[config.mk]
export PLATFORM = sky130hd
export DESIGN_NAME = dacfe_top
export DESIGN_NICKNAME = d
export VERILOG_FILES = /design/src/rtl/dacfe_pkg.sv /design/src/rtl/dacfe_decode.sv /design/src/rtl/dacfe_regs.sv /design/src/rtl/dacfe_holdmon.sv /design/src/rtl/dacfe_top.sv
export SDC_FILE = /design/constraint.sdc
export NUM_CORES = 1
export LEC_CHECK = 0
export BUFFER_PORTS_ARGS = -buffer_cell sky130_fd_sc_hd__buf_2
export CAP_MARGIN = 20
export CORE_AREA = 2 2 54 66
export CTS_BUF_LIST = sky130_fd_sc_hd__clkbuf_4 sky130_fd_sc_hd__clkbuf_8 sky130_fd_sc_hd__clkbuf_16
export CTS_CLUSTER_SIZE = 20
export DETAILED_ROUTE_END_ITERATION = 7
export DIE_AREA = 0 0 56 68
export GPL_ROUTABILITY_DRIVEN = 0
export GPL_TIMING_DRIVEN = 1
export HOLD_SLACK_MARGIN = 0.05
export PLACE_DENSITY = 0.69
export SETUP_SLACK_MARGIN = 0.1
export SLEW_MARGIN = 15
export SYNTH_ARGS = -nofsm -noshare
export SYNTH_HDL_FRONTEND = slang
export SYNTH_SLANG_ARGS = --single-unit
[constraint.sdc]
create_clock -name clk -period 1.6 [get_ports clk]
set_input_delay 0.08 -clock clk [delete_from_list [all_inputs] [get_ports clk]]
set_output_delay 0.08 -clock clk [all_outputs]
set_load 0.1 [all_outputs]
[src/rtl/dacfe_pkg.sv]
package dacfe_pkg;
  // Per-cycle register enables decoded from the strobes.
  typedef struct packed {
    logic ld_hi;
    logic ld_lo;
    logic xfer;
  } dacfe_en_t;
endpackage

[src/rtl/dacfe_decode.sv]
module dacfe_decode
  import dacfe_pkg::*;
(
  input  logic      sel_hi_n,
  input  logic      sel_lo_n,
  input  logic      wr_n,
  input  logic      ld_n,
  output dacfe_en_t en
);
  // Write gates every action; selects and load combine freely,
  // which yields the single, dual, transfer and transparent cases.
  always_comb begin
    en.ld_hi = ~wr_n & ~sel_hi_n;
    en.ld_lo = ~wr_n & ~sel_lo_n;
    en.xfer  = ~wr_n & ~ld_n;
  end
endmodule

[src/rtl/dacfe_regs.sv]
module dacfe_regs
  import dacfe_pkg::*;
#(
  parameter int DW = 14,
  parameter int LW = 8
) (
  input  logic          clk,
  input  logic          rst,
  input  dacfe_en_t     en,
  input  logic [DW-1:0] din,
  output logic [DW-LW-1:0] hi_q,
  output logic [LW-1:0] lo_q,
  output logic [DW-1:0] dac_q
);
  localparam int HW = DW - LW;

  logic [HW-1:0] hi_nx;
  logic [LW-1:0] lo_nx;

  // Staged bytes as they will be after this edge; the transfer path
  // reads these so a byte written in the same cycle reaches the DAC.
  always_comb begin
    hi_nx = en.ld_hi ? din[DW-1:LW] : hi_q;
    lo_nx = en.ld_lo ? din[LW-1:0]  : lo_q;
  end

  always_ff @(posedge clk) begin
    if (rst) begin
      hi_q  <= '0;
      lo_q  <= '0;
      dac_q <= '0;
    end else begin
      hi_q <= hi_nx;
      lo_q <= lo_nx;
      if (en.xfer) dac_q <= {hi_nx, lo_nx};
    end
  end
endmodule

[src/rtl/dacfe_holdmon.sv]
module dacfe_holdmon #(
  parameter int LD_MIN = 3
) (
  input  logic clk,
  input  logic rst,
  input  logic wr_n,
  input  logic ld_n,
  input  logic err_clr,
  output logic hold_err
);
  localparam int CW = (LD_MIN > 1) ? $clog2(LD_MIN) : 1;

  logic          wr_q, ld_q;
  logic [CW-1:0] rem;
  logic          rise_held, viol;

  // Write released while load was held during the write.
  assign rise_held = wr_n & ~wr_q & ~ld_q;
  assign viol      = ld_n & (rise_held | (rem != '0));

  always_ff @(posedge clk) begin
    if (rst) begin
      wr_q <= 1'b1;
      ld_q <= 1'b1;
    end else begin
      wr_q <= wr_n;
      ld_q <= ld_n;
    end
  end

  generate
    if (LD_MIN > 1) begin : g_window
      always_ff @(posedge clk) begin
        if (rst)                     rem <= '0;
        else if (rise_held && !ld_n) rem <= CW'(LD_MIN - 1);
        else if (rem != '0)          rem <= ld_n ? '0 : rem - 1'b1;
      end
    end else begin : g_nowindow
      assign rem = '0;
    end
  endgenerate

  always_ff @(posedge clk) begin
    if (rst)          hold_err <= 1'b0;
    else if (viol)    hold_err <= 1'b1;
    else if (err_clr) hold_err <= 1'b0;
  end
endmodule

[src/rtl/dacfe_top.sv]
module dacfe_top
  import dacfe_pkg::*;
#(
  parameter int DW     = 14,
  parameter int LW     = 8,
  parameter int LD_MIN = 3
) (
  input  logic          clk,
  input  logic          rst,
  input  logic          sel_hi_n,
  input  logic          sel_lo_n,
  input  logic          wr_n,
  input  logic          ld_n,
  input  logic          err_clr,
  input  logic [DW-1:0] din,
  output logic [DW-1:0] dac_out,
  output logic          hold_err
);
  localparam int HW = DW - LW;

  dacfe_en_t     en;
  logic [HW-1:0] hi_q;
  logic [LW-1:0] lo_q;

  dacfe_decode u_dec (
    .sel_hi_n (sel_hi_n),
    .sel_lo_n (sel_lo_n),
    .wr_n     (wr_n),
    .ld_n     (ld_n),
    .en       (en)
  );

  dacfe_regs #(.DW(DW), .LW(LW)) u_regs (
    .clk   (clk),
    .rst   (rst),
    .en    (en),
    .din   (din),
    .hi_q  (hi_q),
    .lo_q  (lo_q),
    .dac_q (dac_out)
  );

  dacfe_holdmon #(.LD_MIN(LD_MIN)) u_hold (
    .clk      (clk),
    .rst      (rst),
    .wr_n     (wr_n),
    .ld_n     (ld_n),
    .err_clr  (err_clr),
    .hold_err (hold_err)
  );
endmodule

==> results of run 1 <==
## kinds of logic after synthesis
family / count (synthesis)
buffers and inverters: 14
DFF: 33
xor gates and xnor gates: 1
and+or+nand+nor: 37
muxes: 14
adders and majority gates: 1
AOI/OAI and AO/OA: 48
## worst min-delay path by stage
stage	start	to	slack (ps)	cells after the start
finish	din[6]	u_regs.lo_q[6]	60	3
global route	din[6]	u_regs.lo_q[6]	60	3
CTS	din[4]	u_regs.lo_q[4]	50	3
detailed placement	din[3]	u_regs.lo_q[3]	340	3
global placement	din[11]	u_regs.hi_q[3]	330	3
floorplan	rst	u_hold.rem[0]	150	1
## cell usage after synthesis (all sizes together)
master	instances	area share [%]
dfxtp	33	47
nor2	18	6.1
a21oi	17	6.0
o21ai	16	5.7
nand2	15	4.0
a211oi	14	9.6
mux2i	14	9.9
buf	8	5.0
inv	4	1.1
clkbuf	2	0.62
or2	2	0.89
a2111oi	1	1.1
ha	1	0.89
nand2b	1	0.44
nor3b	1	1.3
xor2	1	0.62
## worst register-to-register path: stages, from the launching register on
cell       delay (ps)
dfxtp_1           370
inv_1              60
ha_1              250
xor2_1            170
a2111oi_2         320
## where the power goes
part | switching, mW | internal (mW) | leakage [nW]
sequential | 0.0223 | 0.869 | 0.271
clock | 0.291 | 0.524 | 0.0619
combinational | 0.300 | 0.109 | 0.416
## cell usage in the layout, fill, tap and decap left out, types with 2 or more instances in the layout
master / instances
a211oi_1: 8
a211oi_2: 6
a21oi_1: 17
buf_2: 35
clkbuf_8: 6
dfxtp_1: 33
dlygate4sd3_1: 8
inv_1: 4
mux2i_1: 14
nand2_1: 15
nor2_1: 16
o21ai_0: 16
or2_2: 2
## state kept, by name (all words and copies together), names as in the netlist
name	cells
u_hold.hold_err	1
u_hold.ld_q	1
u_hold.rem	2
u_hold.wr_q	1
u_regs.dac_q	14
u_regs.hi_q	6
u_regs.lo_q	8
## final cells by class
| class | instances | share of cell area [%] |
|---|---|---|
| flip-flops and latches | 33 | 37.7 |
| repair buffers | 43 | 14.6 |
| inverters | 4 | 0.856 |
| multi-input cells | 101 | 37.4 |
| well taps | 37 | 2.64 |
| clock buffers | 7 | 5.14 |
| clock inverters | 1 | 1.71 |
## metrics by stage
step                      power (mW)  instance area, um2  utilization [%]  worst slack [ps]
after floorplan                 1.24                1410                -               261
after detailed placement        1.31                1550             48.2               341
after global placement          1.30                1550             48.2               404
after global routing            2.20                1750             54.4               247
after CTS                       2.14                1750             54.4               324
final                           2.12                1750             54.4               337
## layer usage
metal	share of wire (%)	up-vias	global-route usage (%)
li1	-	594	-
met1	43	529	17.5
met2	52	22	28.8
met5	0	-	0
met3	3.6	5	4.16
met4	1.2	0	8.04
==> flow_metrics.tcl, run 1 <==
set metrics [dict create \
    outcome "complete, no violations" \
    drt_iter0_markers 37 \
    fillers 321 \
    drv_slew 0 \
    worstSetupStartpoint "u_hold.rem[0]" \
    r2r-start "u_hold.rem[0]" \
    ys_ff_latch 33 \
    multiInputGateArea_um2 657 \
    grt_pass1_wl_um 4690 \
    required_ps 1780 \
    cp-end-kind "flip-flop" \
    cts_sinks 33 \
    muxShareOfSynthArea_pct 9.92 \
    synth_simple_gate_area_share_pct 12.8 \
    routedWlPerCell_um 12.6 \
    antenna_found_initial 0 \
    pin_count 36 \
    drive_gt1_share_pct 29.1 \
    fin_nets 210 \
    dr.pass1.iters 4 \
    track_usage_pct 16.0 \
    synth-xor-area-share_pct 0.620 \
    post_cts_buffers 0 \
    numCtsBuffers 5 \
    clkTransAtPathRegs_ps 70 \
    cts_root_buffer "clkbuf_8" \
    maxCapViolations 0 \
    yosysUniqueCellTypes 22 \
    max-slew-margin-rel_pct 56.8 \
    period_minus_slack_ps 1260 \
    cts_buffer_depth 2 \
    cts_tree "built" \
    clock.fmax_mhz 792 \
    regArea_um2 661 \
    htree_levels 2 \
    cp_num_buf_inv 1 \
    syn_area_um2 1410 \
    worstPathArrival_ps 1440 \
    vias_per_cell 5.09 \
    synth_top_family_by_area "compound AO/OA/AOI/OAI gates" \
    hold_viol 0 \
    synth_warnings 0 \
    holdBufCountCts 8 \
    synth_fa_ha_area_share_pct 0.886 \
    drc 0 \
    post_cts_resized 0 \
    synth_compound_area_share_pct 22.3 \
    endpoint "u_hold.rem[0]" \
    setup_viol 0 \
    max_slew.worst_pin.slew_ps 649 \
    placed_cells_incl_taps 210 \
    tns_ps 0 \
    critPathSlowestCell "dfxtp_1" \
    max-vdd-ir-drop_uv 952 \
    dieWidth_um 56 \
    p_per_area_nw_per_um2 1210 \
    diodes 0 \
    portBuffers 35 \
    core_area_um2 3220 \
    critPathLaunchType "flip-flop" \
    row_count 23 \
    fin_cells 226 \
    slowest_delay_ps 370 \
    r2r-end "u_hold.rem[0]" \
    vias 1150 \
    skew_ps 2.00 \
    crit_type "reg2reg" \
    die_area_um2 3810 \
    r2r_setup_slack_ps 340 \
    hold_ws_ps 57.5 \
    hp-class "in2reg" \
    syn_nets 170 \
    finalCritPeriodShare_pct 78.9 \
    reg2reg_depth 4 \
    antenna_left 0 \
    grt_pass1_vias 1096 \
    critPathTopFamily "flip-flops" \
    grt-ovfl-total 0 \
    clkLatencyLatePin_ps 280 \
    cp_num_cells 4 \
    rsz0062_at_grt "false" \
    wirelength_um 2840 \
    crit_chain "inv_1, ha_1, xor2_1, a2111oi_2" \
    grt_start_max_net_pins 34 \
    seq_area_frac_synth_pct 46.8 \
    synth_area_per_cell_um2 9.54 \
    area_growth_pct 24.2 \
    floorplan.initialDensity_pct 43.8 \
    path_max_fanout 5 \
    die_h_um 68 \
    post-dp-hpwl_um 1920 \
    syn_inst 148 \
    leakage_nw 0.749 \
]
(Power assumes the default switching activity.)
==> run 2: changes to the inputs <==
clock period = 1.3 ns   (was 1.6 ns; I/O delays follow)
==> run 2 against run 1 <==
Wire length up 3.9%. Final cell count is 3.1% higher. Sequential share of layout area down 0.37 points. Largest power group unchanged.
==> flow_metrics.tcl, run 2 (synthesis results as in run 1) <==
set metrics [dict create \
    outcome "complete, no violations" \
    die_area_um2 3810 \
    clkTransAtPathRegs_ps 60 \
    cts_sinks 33 \
    finalCritPeriodShare_pct 86.8 \
    antenna_found_initial 0 \
    critPathLaunchType "flip-flop" \
    clkLatencyLatePin_ps 280 \
    floorplan.initialDensity_pct 43.8 \
    grt_start_max_net_pins 34 \
    drt_iter0_markers 44 \
    fin_nets 217 \
    dr.pass1.iters 4 \
    worstPathArrival_ps 1300 \
    cp_num_cells 4 \
    final_common_cell "buf_2" \
    mostFrequentLayoutCells "buf_2, a21oi_1, dfxtp_1" \
    largest_reg_flops 14 \
    max-vdd-ir-drop_uv 973 \
    period_minus_slack_ps 1130 \
    hp-class "in2reg" \
    die_h_um 68 \
    required_ps 1480 \
    top_register "u_regs.dac_q" \
    worstSetupStartpoint "u_hold.rem[0]" \
    pin_count 36 \
    endpoint "u_hold.rem[0]" \
    post-dp-hpwl_um 1930 \
    drive_gt1_share_pct 37.2 \
    r2r_setup_slack_ps 170 \
    cts_buffer_depth 2 \
    total_power_mw 2.42 \
    drc 0 \
    cts_root_buffer "clkbuf_8" \
    area_growth_pct 29.2 \
    numCtsBuffers 5 \
    antenna_left 0 \
    routedWlPerCell_um 12.6 \
    diodes 0 \
    p_per_area_nw_per_um2 1330 \
    skew_ps 1.79 \
    vias_per_cell 5.17 \
    rsz0062_at_grt "false" \
    crit_type "reg2reg" \
    tns_ps 0 \
    clock.fmax_mhz 887 \
    top_regs "u_regs.dac_q: 14 flops, u_regs.lo_q: 8 flops, u_regs.hi_q: 6 flops" \
    slowest_delay_ps 330 \
    drv_slew 0 \
    cp-end-kind "flip-flop" \
    row_count 23 \
    dpl_cell_area_um2 1570 \
    vias 1205 \
    maxCapViolations 0 \
    crit_chain "inv_1, ha_4, xor2_1, a2111oi_2" \
    cp_num_buf_inv 1 \
    critPathSlowestCell "dfxtp_2" \
    final_cell_area_um2 1830 \
    portBuffers 35 \
    grt-ovfl-total 0 \
    r2r-start "u_hold.rem[0]" \
    hold_viol 0 \
    dieWidth_um 56 \
    grt_pass1_wl_um 4990 \
    max_slew.worst_pin.slew_ps 643 \
    grt_pass1_vias 1186 \
    leakage_nw 0.775 \
    cts_tree "built" \
    reg2reg_depth 4 \
    track_usage_pct 17.2 \
    core_area_um2 3220 \
    max-slew-margin-rel_pct 57.1 \
    final_util_pct 56.6 \
    critPathTopFamily "flip-flops" \
    wirelength_um 2950 \
    htree_levels 2 \
    r2r-end "u_hold.rem[0]" \
    path_max_fanout 5 \
    setup_viol 0 \
]
## run 2: worst min path at each step
stage | start | to | slack, ps | cells past startpoint
2_1_floorplan | rst | u_hold.rem[0] | 130 | 1
3_3_place_gp | din[13] | u_regs.hi_q[5] | 320 | 3
3_5_place_dp | err_clr | u_hold.hold_err | 330 | 3
4_1_cts | din[9] | u_regs.hi_q[1] | 50 | 3
5_1_grt | din[9] | u_regs.hi_q[1] | 70 | 3
6_report | din[9] | u_regs.hi_q[1] | 60 | 3
## run 2: what timing repair did
action,in CTS,in global routing
setup endpoints to repair,1,1
pin swaps,0,0
hold buffers,14,0
endpoints found under the hold margin,14,0
gates resized for setup,2,1
buffers inserted,0,1
## run 2: per-stage QoR
| stage | cells | hold WS [ps] | worst slack [ps] |
|---|---|---|---|
| global route | 233 | 72.4 | 112 |
| detailed placement | 210 | 326 | 29.3 |
| finish | 233 | 61.0 | 172 |
| floorplan | 148 | 134 | 123 |
| CTS | 232 | 52.3 | 113 |
| global placement | 210 | 317 | 104 |
## run 2: tightest hold or removal path, cell delays in order
cell,delay [ps]
buf_2,110
nand2_1,50
a21oi_1,60
## run 2: final cells by class
class,instances,area [um2]
well taps,37,46.3
multi-input cells,101,669
inverters,4,15.0
fillers,286,1400
repair buffers,50,323
flip-flops and latches,33,681
clock buffers,8,91.3
## run 2: per-layer routing
layer  track usage [%]  wire length [um]  vias up
li1                  -                 -      611
met1              17.3              1280      555
met2              32.2              1440       33
met3              4.35               171        6
met4              10.7                51        0
met5                 0                 0        -
## run 2: power by group
part,internal (mW),switching (mW)
clock,0.442,0.350
sequential,1.08,0.0275
combinational,0.154,0.375
==> run 3: changes to the inputs <==
CORE_AREA = 2 2 52 64   (was 2 2 54 66)
DIE_AREA = 0 0 54 66   (was 0 0 56 68)
PLACE_DENSITY = 0.73   (was 0.69)
==> run 3 against run 2 <==
Non-clock buffer count rose by 2. Die area decreased by 6.4%. Final cell count up 0.43%. Clock-buffer cell count did not move. Largest cell class unchanged. Sequential share of layout area increased by 0.46 points. Sequential power about the same. Worst hold slack improved by 17 ps. Clock skew up 2.1 ps. Critical path depth down 3.
==> flow_metrics.tcl, run 3 (synthesis results as in run 1) <==
set metrics [dict create \
    fin_nets 219 \
    top_register "u_regs.dac_q" \
    path_max_fanout 2 \
    portBuffers 35 \
    track_usage_pct 17.9 \
    drive_gt1_share_pct 37.4 \
    hold_depth 3 \
    cts_sinks 33 \
    drc 0 \
    core_area_um2 2970 \
    clkTransAtPathRegs_ps 90 \
    period_minus_slack_ps 1150 \
    maxCapViolations 0 \
    vias 1230 \
    rsz0062_at_grt "false" \
    routedWlPerCell_um 12.4 \
    cp-end-kind "output port" \
    floorplan.initialDensity_pct 47.5 \
    drv_slew 0 \
    dieWidth_um 54 \
    pin_count 36 \
    grt_pass1_wl_um 4600 \
    diodes 0 \
    antenna_found_initial 0 \
    outcome "complete, no violations" \
    setup_viol 0 \
    reg2reg_depth 4 \
    cts_tree "built" \
    finalCritPeriodShare_pct 88.8 \
    leakage_nw 0.768 \
    fillers 273 \
    wirelength_um 2900 \
    dpl_cell_area_um2 1570 \
    cp_num_cells 1 \
    tns_ps 0 \
    dr.pass1.iters 4 \
    mostFrequentLayoutCells "buf_2, a21oi_1, dfxtp_2" \
    hold_viol 0 \
    row_count 22 \
    max-vdd-ir-drop_uv 815 \
    critPathLaunchType "flip-flop" \
    largest_reg_flops 14 \
    max-slew-margin-rel_pct 57.5 \
    cp_num_buf_inv 1 \
    top_regs "u_regs.dac_q: 14 flops, u_regs.lo_q: 8 flops, u_regs.hi_q: 6 flops" \
    max_slew.worst_pin.slew_ps 637 \
    p_per_area_nw_per_um2 1230 \
    clkLatencyLatePin_ps 330 \
    critPathTopFamily "buffers and inverters" \
    vias_per_cell 5.26 \
    final_common_cell "buf_2" \
    hp-class "in2reg" \
    die_area_um2 3560 \
    die_h_um 66 \
    grt_pass1_vias 1111 \
    post-dp-hpwl_um 1950 \
    area_growth_pct 27.9 \
    grt-ovfl-total 0 \
    crit_chain "buf_2" \
    crit_type "reg2out" \
    skew_ps 3.84 \
    critPathSlowestCell "buf_2" \
    clock.fmax_mhz 866 \
    slowest_delay_ps 420 \
    drt_iter0_markers 29 \
    worstPathArrival_ps 1090 \
    cts_buffer_depth 2 \
    final_cell_area_um2 1810 \
    antenna_left 0 \
    grt_start_max_net_pins 34 \
    required_ps 1240 \
    numCtsBuffers 5 \
    cts_root_buffer "clkbuf_4" \
    htree_levels 2 \
]
[run 3: cell count changes in the layout (fill, tap and decap cells not counted), sizes merged]
cell         before  now
dlygate4sd3      14   16
buf              36   35
clkbuf            8    9
[run 3: layout make-up]
cell class	count	area, um2	share of cell area [%]
sequential	33	682	37.7
multi-input combinational	101	659	36.5
timing repair buffer	52	345	19.1
clock buffer	8	60.1	3.32
tap	36	45.0	2.49
inverter	4	15.0	0.831
[run 3: worst register-to-register path, delay by kind of cell, from the launching register on]
family / cells / cell delay [ps]
DFF: 1 / 330
buffers and inverters: 1 / 60
AOI/OAI and AO/OA: 2 / 380
adders and majority gates: 1 / 220
[run 3: where the power goes]
part	internal, mW	switching [mW]
clock network	0.278	0.320
registers	1.07	0.0270
logic	0.153	0.378
[run 3: final timing paths]
check	from	slack, ps	to
worst max-delay path	u_regs.dac_q[12]	150	dac_out[12]
worst min-delay path	ld_n	80	u_hold.hold_err
worst max register to register	u_hold.rem[1]	190	u_hold.rem[0]
worst min register to register	u_hold.hold_err	470	u_hold.hold_err
[run 3: timing repair]
item,4_1_cts,5_1_grt
gates resized for setup,3,1
hold endpoints to repair,16,0
setup buffers,1,0
pin swaps,0,1
hold buffers,16,0
setup endpoints to repair,1,2
[run 3: metrics by stage]
step | std cells | worst slack (ps) | hold slack, ps | util, % | power [mW]
floorplan | 148 | 123 | 134 | - | 1.53
global route | 234 | 104 | 93.5 | 60.8 | 2.34
CTS | 234 | 106 | 68.9 | 60.7 | 2.25
detailed placement | 209 | -1.37 | 324 | 52.9 | 1.62
global placement | 209 | 104 | 316 | 52.9 | 1.60
finish | 234 | 146 | 78.2 | 60.8 | 2.23
[run 3: routing by layer]
layer  vias to the layer above  track usage [%]  routed length, um
li1                        614                -                  -
met1                       575             18.6               1170
met5                         -                0                  0
met2                        35             32.5               1520
met4                         0             5.63                 48
met3                         6             6.11                157
